### src/rtl/nif_pkg.sv
package nif_pkg;
  typedef enum logic {TX_IDLE = 1'b0, TX_DRAIN = 1'b1} tx_state_e;

  // Number of words in a message whose length-minus-one field is len_m1.
  function automatic int unsigned words_of(input int unsigned len_m1);
    return len_m1 + 1;
  endfunction
endpackage

### src/rtl/nif_tx_stage.sv
module nif_tx_stage
  import nif_pkg::*;
#(
  parameter int DATA_W    = 16,
  parameter int MAX_WORDS = 4,
  parameter int IDX_W     = $clog2(MAX_WORDS)
) (
  input  logic              clk,
  input  logic              rst_n,
  input  logic              wr_en,
  input  logic [IDX_W-1:0]  wr_idx,
  input  logic [DATA_W-1:0] wr_data,
  input  logic [IDX_W-1:0]  rd_idx,
  output logic [DATA_W-1:0] rd_data,
  input  logic              launch,
  input  logic [IDX_W-1:0]  len_m1,
  input  logic              err_clr,
  output logic              tx_valid,
  input  logic              tx_ready,
  output logic [DATA_W-1:0] tx_data,
  output logic              tx_tail,
  output logic              busy,
  output logic              err
);
  logic [DATA_W-1:0] stg_q [MAX_WORDS];
  tx_state_e         st_q;
  logic [IDX_W-1:0]  len_q, pos_q;
  logic              err_q;

  // Named events for the assertions.
  logic flit_go, launch_ok, wr_blocked, launch_blocked, last_flit;
  assign busy           = (st_q == TX_DRAIN);
  assign flit_go        = tx_valid && tx_ready;
  assign launch_ok      = launch && !busy;
  assign wr_blocked     = wr_en && busy;
  assign launch_blocked = launch && busy;
  assign last_flit      = (pos_q == len_q);

  for (genvar g = 0; g < MAX_WORDS; g++) begin : g_stage
    always_ff @(posedge clk) begin
      if (!rst_n)                                        stg_q[g] <= '0;
      else if (wr_en && !busy && wr_idx == IDX_W'(g))    stg_q[g] <= wr_data;
    end
  end

  always_ff @(posedge clk) begin
    if (!rst_n) begin
      st_q  <= TX_IDLE;
      len_q <= '0;
      pos_q <= '0;
    end else if (launch_ok) begin
      st_q  <= TX_DRAIN;
      len_q <= len_m1;
      pos_q <= '0;
    end else if (flit_go) begin
      if (last_flit) st_q <= TX_IDLE;
      else           pos_q <= pos_q + 1'b1;
    end
  end

  always_ff @(posedge clk) begin
    if (!rst_n)                           err_q <= 1'b0;
    else if (wr_blocked || launch_blocked) err_q <= 1'b1;
    else if (err_clr)                      err_q <= 1'b0;
  end

  assign err      = err_q;
  assign rd_data  = stg_q[rd_idx];
  assign tx_valid = busy;
  assign tx_data  = stg_q[pos_q];
  assign tx_tail  = busy && last_flit;

  AST_FLIT_NEEDS_LAUNCH: assert property (@(posedge clk) disable iff (!rst_n)
    $rose(tx_valid) |-> $past(launch));
  AST_STALL_HOLDS: assert property (@(posedge clk) disable iff (!rst_n)
    tx_valid && !tx_ready |=> tx_valid && $stable(tx_data) && $stable(tx_tail));
  AST_TAIL_ENDS: assert property (@(posedge clk) disable iff (!rst_n)
    tx_valid && tx_ready && tx_tail |=> !tx_valid || $past(launch));
  AST_BUSY_WRITE_FLAGGED: assert property (@(posedge clk) disable iff (!rst_n)
    wr_blocked |=> err && $stable(tx_data));
endmodule

### src/rtl/nif_rx_queue.sv
module nif_rx_queue #(
  parameter int DATA_W    = 16,
  parameter int MAX_WORDS = 4,
  parameter int RXQ_WORDS = 8,
  parameter int RXQ_MSGS  = 4,
  parameter int IDX_W     = $clog2(MAX_WORDS)
) (
  input  logic              clk,
  input  logic              rst_n,
  input  logic              in_valid,
  output logic              in_ready,
  input  logic [DATA_W-1:0] in_data,
  input  logic              in_tail,
  output logic              present,
  output logic [IDX_W-1:0]  head_len_m1,
  input  logic [IDX_W-1:0]  rd_idx,
  output logic [DATA_W-1:0] rd_data,
  input  logic              dispose,
  input  logic              err_clr,
  output logic              err
);
  localparam int QP_W = $clog2(RXQ_WORDS);
  localparam int QC_W = QP_W + 1;
  localparam int MP_W = $clog2(RXQ_MSGS);
  localparam int MC_W = MP_W + 1;

  logic [DATA_W-1:0] mem_q  [RXQ_WORDS];
  logic [IDX_W-1:0]  lenq_q [RXQ_MSGS];
  logic [QP_W-1:0]   wr_ptr_q, head_ptr_q;
  logic [QC_W-1:0]   wcnt_q;
  logic [MP_W-1:0]   mwr_q, mrd_q;
  logic [MC_W-1:0]   mcnt_q;
  logic [IDX_W-1:0]  build_q;
  logic              err_q;

  // Ring pointer advance by n words.
  function automatic logic [QP_W-1:0] ring_add(input logic [QP_W-1:0] p,
                                               input logic [QC_W-1:0] n);
    logic [QC_W-1:0] s;
    s = {1'b0, p} + n;
    return s[QP_W-1:0];
  endfunction

  // Words held by a message with the given length field.
  function automatic logic [QC_W-1:0] msg_words(input logic [IDX_W-1:0] l);
    return QC_W'(l) + 1'b1;
  endfunction

  logic accept, push_msg, pop_msg, empty_dispose;
  logic [QC_W-1:0] pop_words;
  assign in_ready      = (wcnt_q < QC_W'(RXQ_WORDS)) && (mcnt_q < MC_W'(RXQ_MSGS));
  assign accept        = in_valid && in_ready;
  assign push_msg      = accept && in_tail;
  assign present       = (mcnt_q != '0);
  assign pop_msg       = dispose && present;
  assign empty_dispose = dispose && !present;
  assign head_len_m1   = present ? lenq_q[mrd_q] : '0;
  assign pop_words     = pop_msg ? msg_words(lenq_q[mrd_q]) : '0;

  always_ff @(posedge clk) begin
    if (accept) mem_q[wr_ptr_q] <= in_data;
    if (push_msg) lenq_q[mwr_q] <= build_q;
  end

  always_ff @(posedge clk) begin
    if (!rst_n) begin
      wr_ptr_q   <= '0;
      head_ptr_q <= '0;
      wcnt_q     <= '0;
      mwr_q      <= '0;
      mrd_q      <= '0;
      mcnt_q     <= '0;
      build_q    <= '0;
    end else begin
      if (accept) begin
        wr_ptr_q <= ring_add(wr_ptr_q, QC_W'(1));
        build_q  <= in_tail ? '0 : build_q + 1'b1;
      end
      if (push_msg) mwr_q <= mwr_q + 1'b1;
      if (pop_msg) begin
        head_ptr_q <= ring_add(head_ptr_q, pop_words);
        mrd_q      <= mrd_q + 1'b1;
      end
      wcnt_q <= wcnt_q + QC_W'(accept) - pop_words;
      mcnt_q <= mcnt_q + MC_W'(push_msg) - MC_W'(pop_msg);
    end
  end

  always_ff @(posedge clk) begin
    if (!rst_n)             err_q <= 1'b0;
    else if (empty_dispose) err_q <= 1'b1;
    else if (err_clr)       err_q <= 1'b0;
  end
  assign err = err_q;

  always_comb begin
    rd_data = '0;
    if (present && rd_idx <= lenq_q[mrd_q])
      rd_data = mem_q[ring_add(head_ptr_q, QC_W'(rd_idx))];
  end

  AST_NO_OVERFLOW: assert property (@(posedge clk) disable iff (!rst_n)
    wcnt_q <= QC_W'(RXQ_WORDS) && mcnt_q <= MC_W'(RXQ_MSGS));
  AST_TAIL_MAKES_PRESENT: assert property (@(posedge clk) disable iff (!rst_n)
    push_msg |=> present);
  AST_EMPTY_DISPOSE: assert property (@(posedge clk) disable iff (!rst_n)
    empty_dispose && !push_msg |=> err && !present);
  AST_DISPOSE_POPS: assert property (@(posedge clk) disable iff (!rst_n)
    pop_msg && !push_msg |=> mcnt_q == $past(mcnt_q) - 1'b1);
endmodule

### src/rtl/nif_irq_ctrl.sv
module nif_irq_ctrl (
  input  logic clk,
  input  logic rst_n,
  input  logic present,
  input  logic en_we,
  input  logic en_wdata,
  output logic irq
);
  logic en_q, irq_q;

  always_ff @(posedge clk) begin
    if (!rst_n) begin
      en_q  <= 1'b0;
      irq_q <= 1'b0;
    end else begin
      if (en_we) en_q <= en_wdata;
      irq_q <= present && en_q;
    end
  end
  assign irq = irq_q;

  AST_MASKED_QUIET: assert property (@(posedge clk) disable iff (!rst_n)
    !en_q |=> !irq);
  AST_EMPTY_QUIET: assert property (@(posedge clk) disable iff (!rst_n)
    !present |=> !irq);
endmodule

### src/rtl/atomic_msg_nif.sv
module atomic_msg_nif #(
  parameter int DATA_W    = 16,
  parameter int MAX_WORDS = 4,
  parameter int RXQ_WORDS = 8,
  parameter int RXQ_MSGS  = 4,
  parameter int IDX_W     = $clog2(MAX_WORDS)
) (
  input  logic              clk,
  input  logic              rst_n,
  input  logic              stg_wr_en,
  input  logic [IDX_W-1:0]  stg_wr_idx,
  input  logic [DATA_W-1:0] stg_wr_data,
  input  logic [IDX_W-1:0]  stg_rd_idx,
  output logic [DATA_W-1:0] stg_rd_data,
  input  logic              launch,
  input  logic [IDX_W-1:0]  launch_len_m1,
  output logic              tx_busy,
  output logic              stg_err,
  output logic              tx_valid,
  input  logic              tx_ready,
  output logic [DATA_W-1:0] tx_data,
  output logic              tx_tail,
  input  logic              rx_valid,
  output logic              rx_ready,
  input  logic [DATA_W-1:0] rx_data,
  input  logic              rx_tail,
  output logic              rx_present,
  output logic [IDX_W-1:0]  rx_len_m1,
  input  logic [IDX_W-1:0]  rx_rd_idx,
  output logic [DATA_W-1:0] rx_rd_data,
  input  logic              dispose,
  output logic              disp_err,
  input  logic              irq_en_we,
  input  logic              irq_en_wdata,
  output logic              irq,
  input  logic              err_clr
);
  nif_tx_stage #(.DATA_W(DATA_W), .MAX_WORDS(MAX_WORDS), .IDX_W(IDX_W)) u_tx (
    .clk(clk), .rst_n(rst_n),
    .wr_en(stg_wr_en), .wr_idx(stg_wr_idx), .wr_data(stg_wr_data),
    .rd_idx(stg_rd_idx), .rd_data(stg_rd_data),
    .launch(launch), .len_m1(launch_len_m1), .err_clr(err_clr),
    .tx_valid(tx_valid), .tx_ready(tx_ready), .tx_data(tx_data), .tx_tail(tx_tail),
    .busy(tx_busy), .err(stg_err)
  );

  nif_rx_queue #(.DATA_W(DATA_W), .MAX_WORDS(MAX_WORDS), .RXQ_WORDS(RXQ_WORDS),
                 .RXQ_MSGS(RXQ_MSGS), .IDX_W(IDX_W)) u_rx (
    .clk(clk), .rst_n(rst_n),
    .in_valid(rx_valid), .in_ready(rx_ready), .in_data(rx_data), .in_tail(rx_tail),
    .present(rx_present), .head_len_m1(rx_len_m1),
    .rd_idx(rx_rd_idx), .rd_data(rx_rd_data),
    .dispose(dispose), .err_clr(err_clr), .err(disp_err)
  );

  nif_irq_ctrl u_irq (
    .clk(clk), .rst_n(rst_n), .present(rx_present),
    .en_we(irq_en_we), .en_wdata(irq_en_wdata), .irq(irq)
  );

  AST_ERR_CLEARS: assert property (@(posedge clk) disable iff (!rst_n)
    err_clr && !stg_wr_en && !launch && !dispose |=> !stg_err && !disp_err);
endmodule

### config.mk
export PLATFORM = sky130hd
export DESIGN_NAME = atomic_msg_nif
export DESIGN_NICKNAME = d
export VERILOG_FILES = /design/src/rtl/nif_pkg.sv /design/src/rtl/nif_tx_stage.sv /design/src/rtl/nif_rx_queue.sv /design/src/rtl/nif_irq_ctrl.sv /design/src/rtl/atomic_msg_nif.sv
export SDC_FILE = /design/constraint.sdc
export NUM_CORES = 1
export LEC_CHECK = 0
export BUFFER_PORTS_ARGS = -buffer_cell sky130_fd_sc_hd__buf_2
export CAP_MARGIN = 25
export CORE_UTILIZATION = 50
export DETAILED_ROUTE_END_ITERATION = 10
export HOLD_SLACK_MARGIN = 0.05
export MAX_ROUTING_LAYER = met4
export PLACE_DENSITY = 0.75
export SLEW_MARGIN = 25
export SYNTH_ARGS = -nofsm -noshare
export SYNTH_HDL_FRONTEND = slang
export SYNTH_SLANG_ARGS = --single-unit
### constraint.sdc
create_clock -name clk -period 3 [get_ports clk]
set_clock_uncertainty 0.1 [all_clocks]
set_input_delay 0.6 -clock clk [delete_from_list [all_inputs] [get_ports clk]]
set_output_delay 0.6 -clock clk [all_outputs]
set_load 0.03 [all_outputs]
==> results.yml, run 1 <==
floorplanning:
  die_w_um: 145
  dieArea_mm2: 0.0211
  placementRows: 51
  core_area_mm2: 0.0198
  fp.dieH_um: 145
  start_util: 0.518
  io_pins: 109
cells_and_area:
  areaGrowthSynthToFinish_pct: 28.8
  utilization: 0.667
  drive_gt1_frac: 0.420
  final_area_mm2: 0.0132
  n_antenna_cell: 0
  finalNonFillerCells: 1096
  final_nets: 886
  fillers: 1327
timing:
  max_slew_margin: 0.639
  timing.final.crit_share: 1.21
  finalSetupViolCount: 16
  final-max-slew-violation-count: 0
  setup_slack_ns: -0.637
  worst_pin_slew_ns: 0.541
  max_freq_ghz: 0.275
  hold_violations: 0
  period_needed_ns: 3.64
  rsz0062_at_grt: "yes"
worst_hold_path:
  hold_class: "input port to flip-flop"
route:
  wl_per_cell_um: 20.9
  via_count: 6070
  route.detailed.drc: 0
  drt-vias-per-instance: 5.54
  drt-pass1-iter-count: 5
  drt-total-wl_um: 23000
  drtIter0Drc: 403
  ant_nets: 0
critical_path:
  critical_path_class: "flip-flop to output port"
  cp_max_fo: 14
  cp-start-kind: "flip-flop"
  required_ns: 2.30
  end_kind: "output port"
  worstPathArrival_ns: 2.94
outcome:
  status: "finished, violations left"
  violations: "setup timing"
logic_synthesis:
  ys_types: 43
  synth.avg_cell_area_um2: 15.8
  ys_async_sr_fraction: 0
  syn-cell-area_mm2: 0.0102
  ys_seq_area_frac: 0.649
  synth-edff-count: 200
  ys_ff_latch: 232
  synth_cells: 650
  synth_ff_type: "edfxtp_1"
  syn_nets: 723
  ys_warn_count: 0
grt:
  grtUsageTotal: 0.226
  grt-ovfl-total: 0
  grt_max_degree: 37
  grt_pass1_vias: 6525
  grt_pass1_wl_um: 36100
  antenna_found_initial: 0
place:
  place_congestion: 0.746
  place.detailed.hpwl_um: 14400
  io_buffers: 108
  dpl_cell_area_mm2: 0.0119
  numPlacedInstances: 1043
clock_tree:
  hold_buffers: 0
  clock-sinks: 232
  cts_tree: "yes"
  clk_pin_slew_ns: 0.06
  numCtsBuffers: 24
  htree_levels: 1
  cts_root_buffer: "clkbuf_16"
  worstSkewPairLatency_ns: 0.51
  clockBufferDepth: 3
flow_run:
  cap_violations: 0
pwr:
  p_leak_nw: 4.86
  powerDensity_mw_per_mm2: 815
  ir_worst_vdd_v: 0.000678
[sequential cells by signal, indices dropped and copies added, names as in the netlist, 2 cells and up, named ones only]
signal,count
u_tx.stg_q,64
u_rx.mwr_q,2
u_rx.build_q,2
u_tx.pos_q,2
u_rx.mem_q,128
u_rx.wcnt_q,4
u_tx.len_q,2
u_rx.wr_ptr_q,3
u_rx.mrd_q,2
u_rx.head_ptr_q,3
u_rx.mcnt_q,3
u_rx.lenq_q,8
[cell families after synthesis]
group / Yosys count / share of synthesized area
buf+inv: 55 / 0.0286
xor+xnor: 15 / 0.0136
mux: 85 / 0.128
fa+ha+maj: 22 / 0.0298
flops: 232 / 0.649
simple gates: 169 / 0.0944
compound gates: 72 / 0.0563
[where the power goes]
| group | internal, mW | switching, mW | total (mW) |
|---|---|---|---|
| clock | 2.06 | 1.19 | 3.26 |
| combinational | 1.70 | 1.91 | 3.62 |
| sequential | 3.75 | 0.137 | 3.88 |
| total | 7.51 | 3.25 | 10.8 |
[final timing paths]
kind / startpoint / endpoint / slack, ns / depth (start not counted)
worst max-delay path: u_rx.head_ptr_q[0] / rx_rd_data[9] / -0.64 / 8
worst min-delay path: tx_ready / u_tx.busy / 0.24 / 2
worst max register to register: flip-flop / u_rx.wcnt_q[3] / 0.10 / 11
worst min register to register: u_irq.en_q / u_irq.irq / 0.39 / 1
[final cells by class]
class                   instances  area [um2]  share of cell area
well taps                     265         332              0.0251
repair buffers                173        1300              0.0983
inverters                      19        71.3             0.00540
multi-input cells             363        3960               0.300
clock buffers                  31         657              0.0498
clock inverters                13         226              0.0172
flip-flops and latches        232        6650               0.504
[placed cells by master, fill, tap and decap left out, types with 5 or more instances in the layout]
master / synthesis / final
a2111oi_4: 0 / 15
a211oi_1: 16 / 13
a21boi_0: 7 / 7
and2_1: 80 / 80
and3_1: 5 / 5
buf_12: 0 / 12
buf_2: 12 / 92
buf_4: 4 / 61
buf_6: 6 / 5
bufinv_16: 0 / 6
clkbuf_16: 0 / 24
dfxtp_1: 32 / 30
edfxtp_1: 200 / 200
ha_1: 18 / 14
inv_1: 18 / 16
mux2_2: 32 / 21
mux2_4: 0 / 11
mux2i_1: 19 / 12
mux2i_2: 0 / 6
mux4_2: 34 / 34
nand2_1: 22 / 20
nand2b_1: 9 / 8
nor2_1: 11 / 10
nor2b_1: 26 / 20
o22ai_2: 0 / 11
o22ai_4: 0 / 5
xnor2_1: 9 / 9
xor2_1: 5 / 5
[worst max-delay path: stages (launching register included)]
cell and delay (ns):
dfxtp_2 0.34, ha_4 0.12, inv_2 0.03, fa_4 0.90, buf_12 0.19, mux2_2 0.35
o22ai_2 0.23, a2111oi_4 0.05, buf_4 0.19
[routing by layer]
metal | wire [um] | vias to the layer above | GRT usage
met5 | 0 | - | -
met2 | 11800 | 169 | 0.381
met4 | 235 | 0 | 0.0468
met3 | 1150 | 21 | 0.0324
li1 | - | 2810 | -
met1 | 9810 | 3070 | 0.294
[cells in the mapped netlist (3+ instances only)]
cell type,number,area share
a21boi_0,7,0.0051
buf_4,4,0.0029
nor3_1,8,0.0039
a2111oi_2,9,0.013
edfxtp_1,200,0.59
nand2_1,22,0.0081
dfxtp_1,32,0.063
ha_1,18,0.022
inv_1,18,0.0066
nand3_1,3,0.0015
nor2b_1,26,0.016
a21oi_1,4,0.0020
buf_2,12,0.0059
and2_1,80,0.049
o22ai_1,16,0.0098
xor2_1,5,0.0043
clkbuf_1,13,0.0048
mux4_2,34,0.075
and3_1,5,0.0031
mux2_2,32,0.035
a211oi_1,16,0.012
o21ai_0,6,0.0029
buf_6,6,0.0066
mux2i_1,19,0.019
nand2b_1,9,0.0055
nor2_1,11,0.0040
a2111oi_0,6,0.0051
fa_1,4,0.0078
xnor2_1,9,0.0077
[repair_timing]
item                       CTS  global route
buffers inserted             6             2
setup endpoints to repair   16            17
gates cloned                 4             0
resized for setup           57            15
pin swaps                    8             2
[through the flow]
step | worst slack, ns | TNS [ns] | hold WS, ns | total power, mW
detailed placement | -0.604 | -8.45 | 0.375 | 7.00
global placement | -0.550 | -8.04 | 0.368 | 6.88
global route | -0.714 | -10.61 | 0.222 | 11.2
floorplan | -0.0804 | -0.908 | 0.352 | 6.16
finish | -0.637 | -9.51 | 0.238 | 10.8
CTS | -0.643 | -9.61 | 0.215 | 10.7
Power figures use the tool's default switching activity.
==> run 2, diff against run 1 <==
--- a/config.mk
+++ b/config.mk
@@ -12,7 +12,9 @@
 export HOLD_SLACK_MARGIN = 0.05
 export MAX_ROUTING_LAYER = met4
 export PLACE_DENSITY = 0.75
+export REMOVE_ABC_BUFFERS = 1
 export SLEW_MARGIN = 25
 export SYNTH_ARGS = -nofsm -noshare
 export SYNTH_HDL_FRONTEND = slang
+export SYNTH_HIERARCHICAL = 1
 export SYNTH_SLANG_ARGS = --single-unit
==> run 2 against run 1 <==
  * The run still ends with setup timing left
  * Sequential share of layout area rose by 2.5 points
  * First-iteration DRC count up 26%
  * Register-to-register slack lost 0.02 ns
  * Critical endpoint is now rx_rd_data[10]
  * Largest power group unchanged
==> results.yml, run 2 <==
outcome:
  status: "finished, violations left"
  violations: "setup timing"
logic_synthesis:
  ys_seq_area_frac: 0.655
  synth-edff-count: 200
  ys_async_sr_fraction: 0
  synth.avg_cell_area_um2: 17.1
  yosysTopAreaCell: "edfxtp_1"
  synth_ff_type: "edfxtp_1"
  ys_warn_count: 6
  ys_types: 50
  synth_area_leaders: "edfxtp_1 59%, mux4_2 14%, dfxtp_1 6.3%"
  synth_top_cell_area_share: 0.592
  synth_common_cells: "200 x edfxtp_1, 65 x mux4_2, 47 x and2_1"
  yosys.cell_count.top_type: "edfxtp_1"
  syn-cell-area_mm2: 0.0101
  ys_ff_latch: 232
  synth_cells: 592
clock_tree:
  hold_buffers: 0
  clk_pin_slew_ns: 0.06
  clockBufferDepth: 3
  clock-sinks: 232
  cts_root_buffer: "clkbuf_16"
  cts_tree: "yes"
  numCtsBuffers: 25
  htree_levels: 1
  worstSkewPairLatency_ns: 0.52
grt:
  grtUsageTotal: 0.232
  grt_pass1_wl_um: 34500
  grt_pass1_vias: 6436
  grt-ovfl-total: 0
  antenna_found_initial: 1
  grt_max_degree: 21
worst_hold_path:
  hold_depth: 1
  hold_end: "u_rx/mem_q[7][11]"
  worstHoldStart: "rx_data[11]"
  hold_class: "input port to flip-flop"
critical_path:
  cp_max_fo: 10
  end_kind: "output port"
  reg2reg_depth: 10
  r2r_setup_slack_ns: 0.08
  cp-start-kind: "flip-flop"
  required_ns: 2.30
  r2r_end: "u_rx/wcnt_q[3]"
  worstPathArrival_ns: 2.66
  critical_path_class: "flip-flop to output port"
route:
  wl_per_cell_um: 21.7
  drt-total-wl_um: 22300
  drt-vias-per-instance: 5.70
  route.detailed.drc: 0
  via_count: 5869
  drtIter0Drc: 508
  ant_nets: 0
  drt-pass1-iter-count: 4
cells_and_area:
  final_nets: 814
  mostFrequentLayoutCell: "edfxtp_1"
  regMostFlops: "u_rx/mem_q"
  utilization: 0.640
  finalNonFillerCells: 1029
  mostFrequentLayoutCells: "200 x edfxtp_1, 92 x buf_2, 66 x mux4_2"
  largest_register_ffs: 128
  drive_gt1_frac: 0.439
  top_regs: "u_rx/mem_q x128, u_tx/stg_q x64, u_rx/lenq_q x8"
  areaGrowthSynthToFinish_pct: 24.0
timing:
  max_freq_ghz: 0.298
  setup_slack_ns: -0.355
  max_slew_margin: 0.517
  final-max-slew-violation-count: 0
  timing.final.crit_share: 1.12
  holdWs_ns: 0.243
  finalSetupViolCount: 16
  rsz0062_at_grt: "yes"
  hold_violations: 0
  period_needed_ns: 3.36
  worst_pin_slew_ns: 0.723
place:
  post-place-ws_ns: -0.174
  numPlacedInstances: 976
  place_congestion: 0.759
  io_buffers: 108
  place.detailed.hpwl_um: 13700
floorplanning:
  start_util: 0.516
  placementRows: 51
  dieArea_mm2: 0.0209
  io_pins: 109
  core_area_mm2: 0.0197
  die_w_um: 144
  fp.dieH_um: 144
pwr:
  power.total_mw: 10.5
  p_leak_nw: 4.58
  ir_worst_vdd_v: 0.000707
  powerDensity_mw_per_mm2: 837
flow_run:
  cap_violations: 0
==> run 2: changes by cell type after synthesis, sizes merged, moves of 12 or more <==
cell / before / now
mux4: 34 / 66
mux2: 32 / 1
nor2b: 26 / 6
nor2: 11 / 28
nor3: 8 / 25
o22ai: 16 / 0
a2111oi: 16 / 1
a211oi: 16 / 2
nand2: 22 / 10
==> run 2: worst max path at each step <==
stage	startpoint	endpoint	slack (ns)	cells after the start
after floorplan	rx_rd_idx[0]	rx_rd_data[0]	-0.80	4
after global placement	rx_rd_idx[0]	rx_rd_data[14]	-0.16	10
after detailed placement	rx_rd_idx[0]	rx_rd_data[14]	-0.17	10
after CTS	u_rx/head_ptr_q[0]	rx_rd_data[7]	-0.32	9
after global routing	u_rx/head_ptr_q[0]	rx_rd_data[10]	-0.42	9
final	u_rx/head_ptr_q[0]	rx_rd_data[10]	-0.36	9
==> run 2: layer usage <==
layer | up-vias | GRT usage | wire [um]
met5 | - | - | 0
met4 | 0 | 0.0859 | 580
met3 | 47 | 0.0348 | 1570
met2 | 250 | 0.410 | 12000
met1 | 2974 | 0.266 | 8200
li1 | 2598 | - | -
==> run 2: metrics by stage <==
step	cell area (um2)	setup TNS [ns]
2_1_floorplan	9960	-15.74
3_3_place_gp	11300	-1.55
3_5_place_dp	11300	-1.79
4_1_cts	12500	-4.66
5_1_grt	12600	-6.00
6_report	12600	-4.68
==> run 2: cell families after synthesis <==
| kind of cell | count (synthesis) | synth area share |
|---|---|---|
| compound gates | 33 | 0.0202 |
| fa+ha+maj | 19 | 0.0264 |
| simple gates | 159 | 0.0927 |
| flops | 232 | 0.655 |
| mux | 87 | 0.168 |
| xor+xnor | 14 | 0.0128 |
| buf+inv | 48 | 0.0254 |
==> run 2: timing repair <==
action,CTS,global route
setup endpoints to repair,16,17
setup buffers,2,2
cloned,2,0
pin swaps,5,2
resized for setup,71,14
==> run 2: worst max-delay path, stage by stage, from the launching register on <==
cell	delay, ns
dfxtp_2	0.36
ha_4	0.14
inv_2	0.03
fa_1	0.52
buf_6	0.15
buf_12	0.14
mux4_2	0.32
mux2i_2	0.25
nor3_4	0.07
buf_6	0.16
==> run 2: final cells by class <==
type                    count  area, um2
fillers                  1387       7070
flip-flops and latches    232       6650
multi-input cells         312       3580
repair buffers            155       1120
clock buffers              31        648
well taps                 265        332
clock inverters            15        181
inverters                  18       67.6
diodes                      1       2.50
==> run 2: report_power, final <==
group          internal, mW  leakage (nW)  switching [mW]
combinational          1.64          2.02            1.88
sequential             3.77          2.17           0.153
clock                  1.88         0.395            1.21
